### config.mk
export PLATFORM = sky130hd
export DESIGN_NAME = mdc_calc
export DESIGN_NICKNAME = d
export VERILOG_FILES = /design/src/rtl/mdc_pkg.sv /design/src/rtl/mdc_serdiv.sv /design/src/rtl/mdc_result.sv /design/src/rtl/mdc_calc.sv
export SDC_FILE = /design/constraint.sdc
export NUM_CORES = 1
export LEC_CHECK = 0
export BUFFER_PORTS_ARGS = -buffer_cell sky130_fd_sc_hd__buf_2
export CAP_MARGIN = 10
export CORE_MARGIN = 4
export CORE_UTILIZATION = 59
export DETAILED_ROUTE_END_ITERATION = 8
export HOLD_SLACK_MARGIN = 0.12
export PLACE_DENSITY = 0.88
export REMOVE_ABC_BUFFERS = 1
export SLEW_MARGIN = 40
export SYNTH_ARGS = -nofsm -noshare
export SYNTH_HDL_FRONTEND = slang
export SYNTH_SLANG_ARGS = --single-unit
### constraint.sdc
create_clock -name clk -period 3.36 [get_ports clk]
set_clock_uncertainty 0.05 [all_clocks]
set_input_delay 0.168 -clock clk [delete_from_list [all_inputs] [get_ports clk]]
set_output_delay 0.168 -clock clk [all_outputs]
set_load 0.01 [all_outputs]
### src/rtl/mdc_pkg.sv
package mdc_pkg;

    // Extra delay of the routing matrix, in ns (two base cycles).
    localparam int ROUTE_NS  = 25;
    // Twice the 12.5 ns base period: floor(ns/12.5) == floor(2*ns/25).
    localparam int QUANT_DEN = 25;

    typedef enum logic [1:0] {
        ST_IDLE  = 2'd0,
        ST_QUANT = 2'd1,
        ST_SPLIT = 2'd2
    } mdc_state_e;

    typedef struct packed {
        logic hd;   // half duplex
        logic nd;   // no-dummy override
    } mdc_mode_t;

endpackage

### src/rtl/mdc_serdiv.sv
// Serial divider by repeated subtraction; one quotient step per cycle.
module mdc_serdiv #(
    parameter int W = 12
) (
    input  logic         clk,
    input  logic         rst,
    input  logic         load,
    input  logic [W-1:0] num,
    input  logic [W-1:0] den,
    output logic         busy,
    output logic         done,
    output logic [W-1:0] quo,
    output logic [W-1:0] rem
);
    logic [W-1:0] den_r;

    always_ff @(posedge clk) begin
        if (rst) begin
            busy  <= 1'b0;
            quo   <= '0;
            rem   <= '0;
            den_r <= '1;
        end else if (load) begin
            busy  <= 1'b1;
            quo   <= '0;
            rem   <= num;
            den_r <= den;
        end else if (busy) begin
            if (rem >= den_r) begin
                rem <= rem - den_r;
                quo <= quo + 1'b1;
            end else begin
                busy <= 1'b0;
            end
        end
    end

    // Quotient and remainder are final in the cycle this is high.
    assign done = busy && (rem < den_r);

endmodule

### src/rtl/mdc_result.sv
// Combinational shaping of the quotients into the reported results.
module mdc_result #(
    parameter int NW      = 12,
    parameter int W1      = 12,
    parameter int DIV_W   = 8,
    parameter int DUMMY_W = 8
) (
    input  logic [NW-1:0]          q,
    input  logic [W1-1:0]          dq,
    input  logic [W1-1:0]          dr,
    input  logic [DIV_W-1:0]       div_eff,
    input  mdc_pkg::mdc_mode_t     mode,
    output logic [NW-1:0]          limit,
    output logic [DUMMY_W-1:0]     dummy,
    output logic signed [DIV_W:0]  resid,
    output logic                   fdv
);
    localparam int CW = ((W1 > NW) ? W1 : NW) + 1;
    localparam logic [W1-1:0] DMAX = W1'((64'd1 << DUMMY_W) - 64'd1);

    logic [CW-1:0] need_c;
    logic [CW-1:0] div_c;
    logic [CW-1:0] dr2_c;
    logic          no_split;

    assign need_c   = CW'(q) + CW'(1);
    assign div_c    = CW'(div_eff);
    assign dr2_c    = CW'(dr) << 1;
    assign no_split = mode.nd || !mode.hd || (dq == '0);

    always_comb begin
        limit = mode.nd ? NW'(1) : NW'(need_c);
        fdv   = !mode.nd && !mode.hd && (div_c < need_c);
        dummy = '0;
        resid = '0;
        if (!no_split) begin
            dummy = (dq > DMAX) ? DMAX[DUMMY_W-1:0] : dq[DUMMY_W-1:0];
            if (dr == '0)
                resid = '0;
            else if (dr2_c == div_c)
                resid = '1;
            else
                resid = $signed({1'b0, dr[DIV_W-1:0]});
        end
    end

endmodule

### src/rtl/mdc_calc.sv
module mdc_calc
    import mdc_pkg::*;
#(
    parameter int DLY_W   = 10,
    parameter int DIV_W   = 8,
    parameter int DUMMY_W = 8
) (
    input  logic                  clk,
    input  logic                  rst,
    input  logic                  start,
    input  logic [DLY_W-1:0]      delay_ns,
    input  logic                  via_matrix,
    input  logic                  half_duplex,
    input  logic                  no_dummy,
    input  logic [DIV_W-1:0]      sclk_div,
    output logic                  busy,
    output logic                  done,
    output logic [DLY_W+1:0]      limit_div,
    output logic [DUMMY_W-1:0]    dummy_cycles,
    output logic signed [DIV_W:0] rem_cycles,
    output logic                  fd_violation
);
    localparam int NW = DLY_W + 2;
    localparam int W1 = (NW > DIV_W) ? NW : DIV_W;

    mdc_state_e       st;
    mdc_mode_t        mode_r;
    logic [DIV_W-1:0] div_r;
    logic [NW-1:0]    q_r;

    logic [NW-1:0]    path2;
    logic [DIV_W-1:0] div_in;
    logic             dv_load, dv_busy, dv_done;
    logic [W1-1:0]    dv_num, dv_den, dv_quo, dv_rem;

    logic [NW-1:0]          r_limit;
    logic [DUMMY_W-1:0]     r_dummy;
    logic signed [DIV_W:0]  r_resid;
    logic                   r_fdv;

    // Twice the path delay; divided by 25 it gives whole base cycles.
    assign path2  = {(NW-1)'(delay_ns) + (via_matrix ? (NW-1)'(ROUTE_NS) : '0), 1'b0};
    assign div_in = (sclk_div == '0) ? DIV_W'(1) : sclk_div;

    // One divider, used first for quantising and then for splitting.
    assign dv_load = ((st == ST_IDLE) && start) || ((st == ST_QUANT) && dv_done);
    assign dv_num  = (st == ST_IDLE) ? W1'(path2) : dv_quo;
    assign dv_den  = (st == ST_IDLE) ? W1'(QUANT_DEN) : W1'(div_r);

    mdc_serdiv #(.W(W1)) u_div (
        .clk  (clk),
        .rst  (rst),
        .load (dv_load),
        .num  (dv_num),
        .den  (dv_den),
        .busy (dv_busy),
        .done (dv_done),
        .quo  (dv_quo),
        .rem  (dv_rem)
    );

    mdc_result #(.NW(NW), .W1(W1), .DIV_W(DIV_W), .DUMMY_W(DUMMY_W)) u_res (
        .q       (q_r),
        .dq      (dv_quo),
        .dr      (dv_rem),
        .div_eff (div_r),
        .mode    (mode_r),
        .limit   (r_limit),
        .dummy   (r_dummy),
        .resid   (r_resid),
        .fdv     (r_fdv)
    );

    always_ff @(posedge clk) begin
        if (rst) begin
            st           <= ST_IDLE;
            mode_r       <= '0;
            div_r        <= DIV_W'(1);
            q_r          <= '0;
            done         <= 1'b0;
            limit_div    <= NW'(1);
            dummy_cycles <= '0;
            rem_cycles   <= '0;
            fd_violation <= 1'b0;
        end else begin
            done <= 1'b0;
            case (st)
                ST_IDLE: begin
                    if (start) begin
                        mode_r <= '{hd: half_duplex, nd: no_dummy};
                        div_r  <= div_in;
                        st     <= ST_QUANT;
                    end
                end
                ST_QUANT: begin
                    if (dv_done) begin
                        q_r <= dv_quo[NW-1:0];
                        st  <= ST_SPLIT;
                    end
                end
                ST_SPLIT: begin
                    if (dv_done) begin
                        limit_div    <= r_limit;
                        dummy_cycles <= r_dummy;
                        rem_cycles   <= r_resid;
                        fd_violation <= r_fdv;
                        done         <= 1'b1;
                        st           <= ST_IDLE;
                    end
                end
                default: st <= ST_IDLE;
            endcase
        end
    end

    assign busy = (st != ST_IDLE) || dv_busy;

endmodule

# Word level (Yosys, flattened, before mapping)
# Cells that the tools add are included.
[op_classes] n_eq_ne=6 n_bitwise=1 n_mux=21 magnitude_cmp=4 n_reduce_logical=26 addsub=4
[ops] operator="12-bit 2-to-1 mux" count=5
[ops] operator="8-bit 2-to-1 mux" count=4
[ops] operator="9-bit 2-to-1 mux" count=3
[ops] operator="12-bit zero test" count=2
[ops] operator="12-bit by 1-bit adder with 13-bit output (second input constant)" count=1
[ops] operator="13-bit by 8-bit == test with 1-bit output" count=1
[ops] operator="8-bit by 13-bit less-than comparator with 1-bit output" count=1
[ops] operator="12-bit by 1-bit adder with 12-bit output (second input constant)" count=1
[ops] operator="12-bit >= comparator" count=1
[ops] operator="12-bit by 8-bit > comparator with 1-bit output (second input constant)" count=1
[ops] operator="12-bit less-than comparator" count=1
[ops] operator="12-bit subtractor" count=1
[ops] operator="10-bit by 5-bit adder with 11-bit output" count=1
[ops] operator="2-bit AND reduction" count=5
[ops] operator="8-bit zero test" count=1
[ops] operator="2-bit 2-to-1 mux" count=3
[ops] operator="2-bit != test (second input constant)" count=3
[ops] operator="2-bit case mux with 3 select lines" count=1
[ops] operator="2-bit nonzero test" count=3
[ops] operator="1-bit logical AND" count=5
[ops] operator="5-bit 2-to-1 mux" count=1
[ops] operator="1-bit logical OR" count=4
[ops] operator="1-bit 2-to-1 mux" count=4
[ops] operator="2-bit OR reduction" count=2
[ops] operator="6 further kinds" count=7
[word_totals] ff_bits=92 output_inout_bits=32 wordCells=76 in_bits=24

# Longest topological paths before layout
# Gate-level depths: netlist of the first run.
[depth] ltp_word=6 mapped_depth=11 depth_no_buf=11

# Cells and area by module
# Synthesis of the first run repeated with hierarchy kept, for this count alone.
[hier_totals] cells_unflattened=685 area_unflattened_um2=5277.6
[by_module_without_submodules] module="mdc_calc" seq_area_each_um2=1101.1 cells_per_inst=311 n_inst=1 area_each_um2=2381.0
[by_module_without_submodules] module="mdc_serdiv" seq_area_each_um2=740.7 cells_per_inst=265 n_inst=1 area_each_um2=2144.6
[by_module_without_submodules] module="mdc_result" seq_area_each_um2=0.0 cells_per_inst=109 n_inst=1 area_each_um2=752.0

# Worst setup path before layout of the first run
# OpenSTA, ideal clock, no wires.
[synth_timing] path_type="reg2reg" from="register u_div.rem[0]" to="register u_div.den_r[1]" path_slack_ns=0.570 period_less_slack_ns=2.790 path_buffers=2 path_stages_with_launch=11 t_arrival_ns=2.620 setup_ns=0.120 required_ns=3.190 cell_sequence="dfxtp_1 -> inv_1 -> ha_1 -> fa_1 -> nand2b_1 -> a2111o_1 -> a211o_1 -> and2_1 -> buf_2 -> buf_6 -> a211o_1"
[synth_via] elab_chain_cells=4
[synth_rtl] item="start, declared" line="mdc_serdiv.sv:13" rtl="output logic [W-1:0] rem"
[synth_rtl] item="start signal, assigned" line="mdc_serdiv.sv:26" rtl="rem <= num;"
[synth_rtl] item="start signal, assigned" line="mdc_serdiv.sv:30" rtl="rem <= rem - den_r;"
[synth_rtl] item="12-bit less-than comparator" line="mdc_serdiv.sv:39" rtl="assign done = busy && (rem < den_r);"
[synth_rtl] item="1-bit logical AND" line="mdc_serdiv.sv:39"
[synth_rtl] item="1-bit logical AND" line="mdc_calc.sv:46" rtl="assign dv_load = ((st == ST_IDLE) && start) || ((st == ST_QUANT) && dv_done);"
[synth_rtl] item="1-bit logical OR" line="mdc_calc.sv:46"
[synth_rtl] item="end signal, assigned" line="mdc_serdiv.sv:27" rtl="den_r <= den;"
[synth_rtl] item="end, declared" line="mdc_serdiv.sv:15" rtl="logic [W-1:0] den_r;"
# Every way passes these cells.
# A chain may end at the register's enable or synchronous reset.

# Worst setup path in the final report of the first run
[layout_timing] from="register u_div.rem[0]" to="register u_div.rem[10]"
[layout_via] elab_chain_cells=6 word_cells_on_any_way=12 cone_classes="add/sub: 1; order compare: 2; mux: 3; reduce/logical: 6"
[layout_rtl] item="12-bit less-than comparator" line="mdc_serdiv.sv:39"
[layout_rtl] item="1-bit logical AND" line="mdc_serdiv.sv:39"
[layout_rtl] item="1-bit logical AND" line="mdc_calc.sv:46"
[layout_rtl] item="1-bit logical OR" line="mdc_calc.sv:46"
[layout_rtl] item="2-bit nonzero test (no source line)"
[layout_rtl] item="2-bit AND reduction (no source line)"
# Parallel ways exist; a longest one is shown, timed or not. The select of a mux whose other input is x is not followed.

==> results of run 1 <==
==> final cells by class <==
cell class / instances / area, um^2 / share of cell area [%]
Multi-Input combinational cell: 476 / 3020 / 53.2
Sequential cell: 89 / 1780 / 31.4
Timing Repair Buffer: 76 / 475 / 8.37
Tap cell: 105 / 131 / 2.31
Clock buffer: 9 / 124 / 2.18
Inverter: 21 / 78.8 / 1.39
Clock inverter: 7 / 67.6 / 1.19
==> worst max-delay path: cells and delay by family (launching register included) <==
| kind | cells | cell delay, ns |
|---|---|---|
| and+or+nand+nor | 2 | 0.53 |
| adders and majority gates | 2 | 0.60 |
| AOI/OAI and AO/OA | 4 | 1.37 |
| DFF | 1 | 0.44 |
| buffers and inverters | 1 | 0.07 |
==> worst max-delay path by stage <==
stage          depth (start not counted)    startpoint       endpoint  slack, ns
3_3_place_gp                           9  u_div.rem[0]  u_div.rem[10]       0.29
3_5_place_dp                           9  u_div.rem[0]  u_div.rem[10]       0.16
4_1_cts                                9  u_div.rem[0]  u_div.rem[10]       0.15
5_1_grt                                9  u_div.rem[0]  u_div.rem[10]       0.03
2_1_floorplan                          9  u_div.rem[0]   u_div.rem[7]       0.32
6_report                               9  u_div.rem[0]  u_div.rem[10]       0.21
==> stage by stage <==
stage | power, mW | area, um^2 | utilization, %
after CTS | 2.27 | 5670 | 68.7
after floorplan | 1.42 | 4870 | -
after global routing | 2.38 | 5680 | 68.8
after global placement | 1.54 | 5370 | 65.0
final | 2.29 | 5680 | 68.8
after detailed placement | 1.56 | 5370 | 65.0
==> sequential cells by signal, indices dropped and copies added (netlist names), 8 cells and up <==
name,cells
div_r,8
dummy_cycles,8
limit_div,12
q_r,12
rem_cycles,9
u_div.den_r,9
u_div.quo,12
u_div.rem,12
==> cell usage after synthesis (all sizes together) (7+ instances only) <==
cell,instances
nand2,95
dfxtp,89
a21oi,75
nor2,38
ha,26
clkbuf,21
inv,21
xnor2,20
o211ai,18
buf,17
o21ai,17
or3,16
a211oi,15
nand3,15
nor3,15
xor2,15
nand4,12
a21o,11
a211o,7
a311oi,7
==> layer usage <==
metal	GRT usage, %	up-vias	routed length, um
li1	-	2348	-
met1	36.7	2227	5850
met2	42.7	219	6300
met3	4.01	45	919
met4	12.0	0	438
met5	0	-	0
==> what timing repair did <==
item	in CTS	in global routing
hold buffers	11	0
hold endpoints to repair	11	0
resized for setup	0	1
setup endpoints to repair	0	5
==> kinds of logic after synthesis <==
logic type / count (synthesis) / share of synthesized area, %
buffers and inverters: 59 / 5.22
xor gates and xnor gates: 35 / 6.06
adders and majority gates: 27 / 6.83
DFF: 89 / 35.2
AOI/OAI and AO/OA: 183 / 24.5
muxes: 4 / 0.816
and+or+nand+nor: 227 / 21.4
==> power by group through the flow <==
stage / Sequential, mW / Combinational [mW] / Clock [mW]
finish: 1.14 / 0.423 / 0.734
global route: 1.14 / 0.467 / 0.771
CTS: 1.13 / 0.414 / 0.728
detailed placement: 1.16 / 0.399 / 0
global placement: 1.16 / 0.385 / 0
floorplan: 1.14 / 0.276 / 0
==> impl_metrics.toml, run 1 <==
[status]
status = "finished, final reports clean"

[floorplanning]
dieArea_mm2 = 0.0101
core-area_mm2 = 0.00826
fp-row-count = 33
start_util_pct = 61.3
die_w_um = 101
ios = 56
die-height_um = 101

[clock_tree]
worst_skew_pair.late_latency_ns = 0.37
cts_buffers = 9
tritoncts = "yes"
clock-root-buffer = "clkbuf_8"
cts.path.max_buffers = 2
post_cts_buffers = 0
clkTransAtPathRegs_ns = 0.10
cts_max_level = 3
cts.sinks = 89

[route]
wl_per_cell_um = 17.3
vias = 4839
antenna_left = 0
drt-pass1-iter-count = 6
drc = 0
drt_iter0_markers = 262
viasPerCell = 6.18
wl_mm = 13.5

[cells_and_area]
layout_common_cells = "nand2_1 (95), dfxtp_1 (89), a21oi_1 (74), buf_2 (54), nor2_1 (38)"
final_common_cell = "nand2_1"
antenna_cells = 0
fillers = 688
final_cells = 783
nets = 724
area_growth_pct = 12.3
drive_above_1_share_pct = 14.2

[critical_path]
cpPeakStageDelay_ns = 0.44
worstRegToRegCells = 9
crit_arrival_ns = 3.38
end_kind = "flop"
critPathMaxFanout = 20
cp_cell_sequence = "inv_1 > ha_1 > fa_1 > nand2b_1 > a2111o_1 > and2_1 > a21o_2 > a311o_1 > a311oi_1"
cp.required_ns = 3.59
r2r_slack_ns = 0.21
rr_endpoint = "u_div.rem[10]"
cp_slowest_cell = "dfxtp_1"
rr_startpoint = "u_div.rem[0]"
crit_type = "reg2reg"
start_kind = "flop"

[yosys]
synth_area_leader_cell = "dfxtp_1"
synth_async_sr_flop_share_pct = 0
synth.avg_cell_area_um2 = 8.11
yosysSeqAreaShare_pct = 35.2
synth_edf_count = 0
synth.top_cell.area_share_pct = 35.2
synth.area.top_cells = "dfxtp_1 (35%), a21oi_1 (7.3%), nand2_1 (7.0%), ha_1 (6.4%), xnor2_1 (3.5%)"
syn_inst = 624
syn_area_mm2 = 0.00506
yosysWarnings = 0
synth_seq_cells = 89
yosys_most_used_dff = "dfxtp_1"
synth_cell_types = 62

[global_route]
grt_pass1_vias = 4566
grt_remaining_overflow = 0
grt_usage_pct = 27.1
grt_max_degree = 46
antenna_found_initial = 0
grt_pass1_wl_mm = 22.2

[min_path]
hold_path_class = "in2reg"
holdPathEnd = "u_div.rem[8]"
hold-path-cell-count = 4
hp-start = "delay_ns[7]"

[power_and_ir_drop]
p_per_area_mw_per_mm2 = 404
leakage_nw = 2.23
p_switching_mw = 0.740
peakVddDrop_mv = 0.213
power_frac_seq_pct = 49.5
clockPowerShare_pct = 32.0
combPwrFrac_pct = 18.4
internal-power_mw = 1.55
power_switching_share_pct = 32.3

[timing]
slew_headroom_pct = 56.8
finalMaxSlewViolations = 0
setup_ws_ns = 0.209
worst_slew_pin_slew_ns = 0.646
hold_viol = 0
finalSetupViolations = 0
hold_slack_ns = 0.160
fmax_mhz = 317
rsz0062_at_grt = "false"
fin_crit_sh_pct = 93.8
fin_setup_tns_ns = 0
period_needed_ns = 3.15

[placement]
place_congestion = 0.955
placedCellCount = 756
port_buffers = 55
hpwlAfterDp_mm = 9.69
pre_cts_slack_ns = 0.164

[run]
drv_cap = 0
(Power assumes the default switching activity.)
==> run 2: changes to the inputs <==
PLACE_DENSITY = 0.85   (was 0.88)
SETUP_SLACK_MARGIN = 0.1   (was unset)
==> impl_metrics.toml, run 2 (synthesis results as in run 1) <==
[critical_path]
crit_arrival_ns = 3.39
cp_slowest_cell = "a2111o_1"
end_kind = "flop"
cp_num_buf_inv = 1
start_kind = "flop"
crit_type = "reg2reg"
critPathMaxFanout = 20
cpPeakStageDelay_ns = 0.45
cp_cell_sequence = "inv_1 > ha_1 > fa_1 > nand2b_1 > a2111o_1 > and2_1 > a21o_2 > a311o_1 > a311oi_1"
r2r_slack_ns = 0.20
cp.required_ns = 3.60
critical_path.top_delay_family = "compound AO/OA/AOI/OAI gates"

[floorplanning]
fp-row-count = 33
start_util_pct = 61.3
die_w_um = 101
die-height_um = 101
dieArea_mm2 = 0.0101
ios = 56
core-area_mm2 = 0.00826

[placement]
port_buffers = 55
hpwlAfterDp_mm = 9.54
placedCellCount = 757
pre_cts_slack_ns = 0.154
place_congestion = 0.914

[clock_tree]
worst_skew_pair.late_latency_ns = 0.37
cts.path.max_buffers = 2
cts_max_level = 3
clock-root-buffer = "clkbuf_8"
tritoncts = "yes"
cts.sinks = 89
cts_buffers = 9
clkTransAtPathRegs_ns = 0.10

[global_route]
grt_remaining_overflow = 0
grt_pass1_vias = 4465
grt_max_degree = 48
antenna_found_initial = 0
grt_pass1_wl_mm = 21.3
grt_usage_pct = 26.1

[route]
drc = 0
drt_iter0_markers = 343
viasPerCell = 6.13
wl_mm = 13.3
drt-pass1-iter-count = 5
antenna_left = 0
wl_per_cell_um = 16.9
vias = 4840

[status]
status = "finished, final reports clean"

[min_path]
hold_path_class = "in2reg"

[cells_and_area]
drive_above_1_share_pct = 14.9
antenna_cells = 0
layout_common_cells = "nand2_1 (95), dfxtp_1 (89), a21oi_1 (74), buf_2 (55), nor2_1 (38)"
final_common_cell = "nand2_1"
nets = 730
final_cells = 789
final_core_util_pct = 69.2
area_growth_pct = 13.0

[power_and_ir_drop]
leakage_nw = 2.26
peakVddDrop_mv = 0.180
p_per_area_mw_per_mm2 = 399

[timing]
fmax_mhz = 317
rsz0062_at_grt = "false"
hold_viol = 0
fin_setup_tns_ns = 0
period_needed_ns = 3.16
finalSetupViolations = 0
finalMaxSlewViolations = 0
slew_headroom_pct = 57.3
setup_ws_ns = 0.202
worst_slew_pin_slew_ns = 0.640
fin_crit_sh_pct = 94.0

[run]
drv_cap = 0
## run 2: stage by stage
step	power [mW]	area (um^2)	hold slack, ns
after global routing	2.37	5720	0.153
after CTS	2.26	5670	0.138
final	2.28	5720	0.142
after detailed placement	1.56	5380	0.379
after global placement	1.54	5380	0.372
after floorplan	1.42	4870	0.184
## run 2: power by group
part           switching (mW)  internal (mW)  leakage [nW]
clock network           0.431          0.283        0.0934
registers              0.0462           1.09         0.724
logic                   0.254          0.178          1.44
total                   0.732           1.55          2.26
## run 2: repair_timing
item,in CTS,in global routing
endpoints found under the setup margin,0,9
hold endpoints to repair,11,0
hold buffers,11,0
resized for setup,0,1
buffers inserted,0,5
## run 2: path summary, 6_finish.rpt
kind,from,endpoint,depth (start not counted)
setup / recovery,u_div.rem[0],u_div.rem[10],9
hold reg to reg,rem_cycles[5],rem_cycles[5],2
hold / removal,delay_ns[7],u_div.rem[8],4
setup reg to reg,u_div.rem[0],u_div.rem[10],9
## run 2: metal layers
layer	wire length, um	part of all wire [%]	GRT usage, %
met4	284	2.1	8.91
met5	0	0	0
met1	5740	43	34.8
met2	6270	47	42.7
met3	1030	7.7	4.43
## run 2: final cells by class
cell class              count  area (um^2)
well taps                 105          131
fillers                   687         2540
inverters                  21         78.8
repair buffers             82          518
clock inverters             7         63.8
multi-input cells         476         3020
clock buffers               9          124
flip-flops and latches     89         1780
## run 2: worst min-delay path, cell delays in order
cell and delay [ns]:
buf_2 0.10, xnor2_1 0.12, o211ai_1 0.08, o21ai_0 0.06
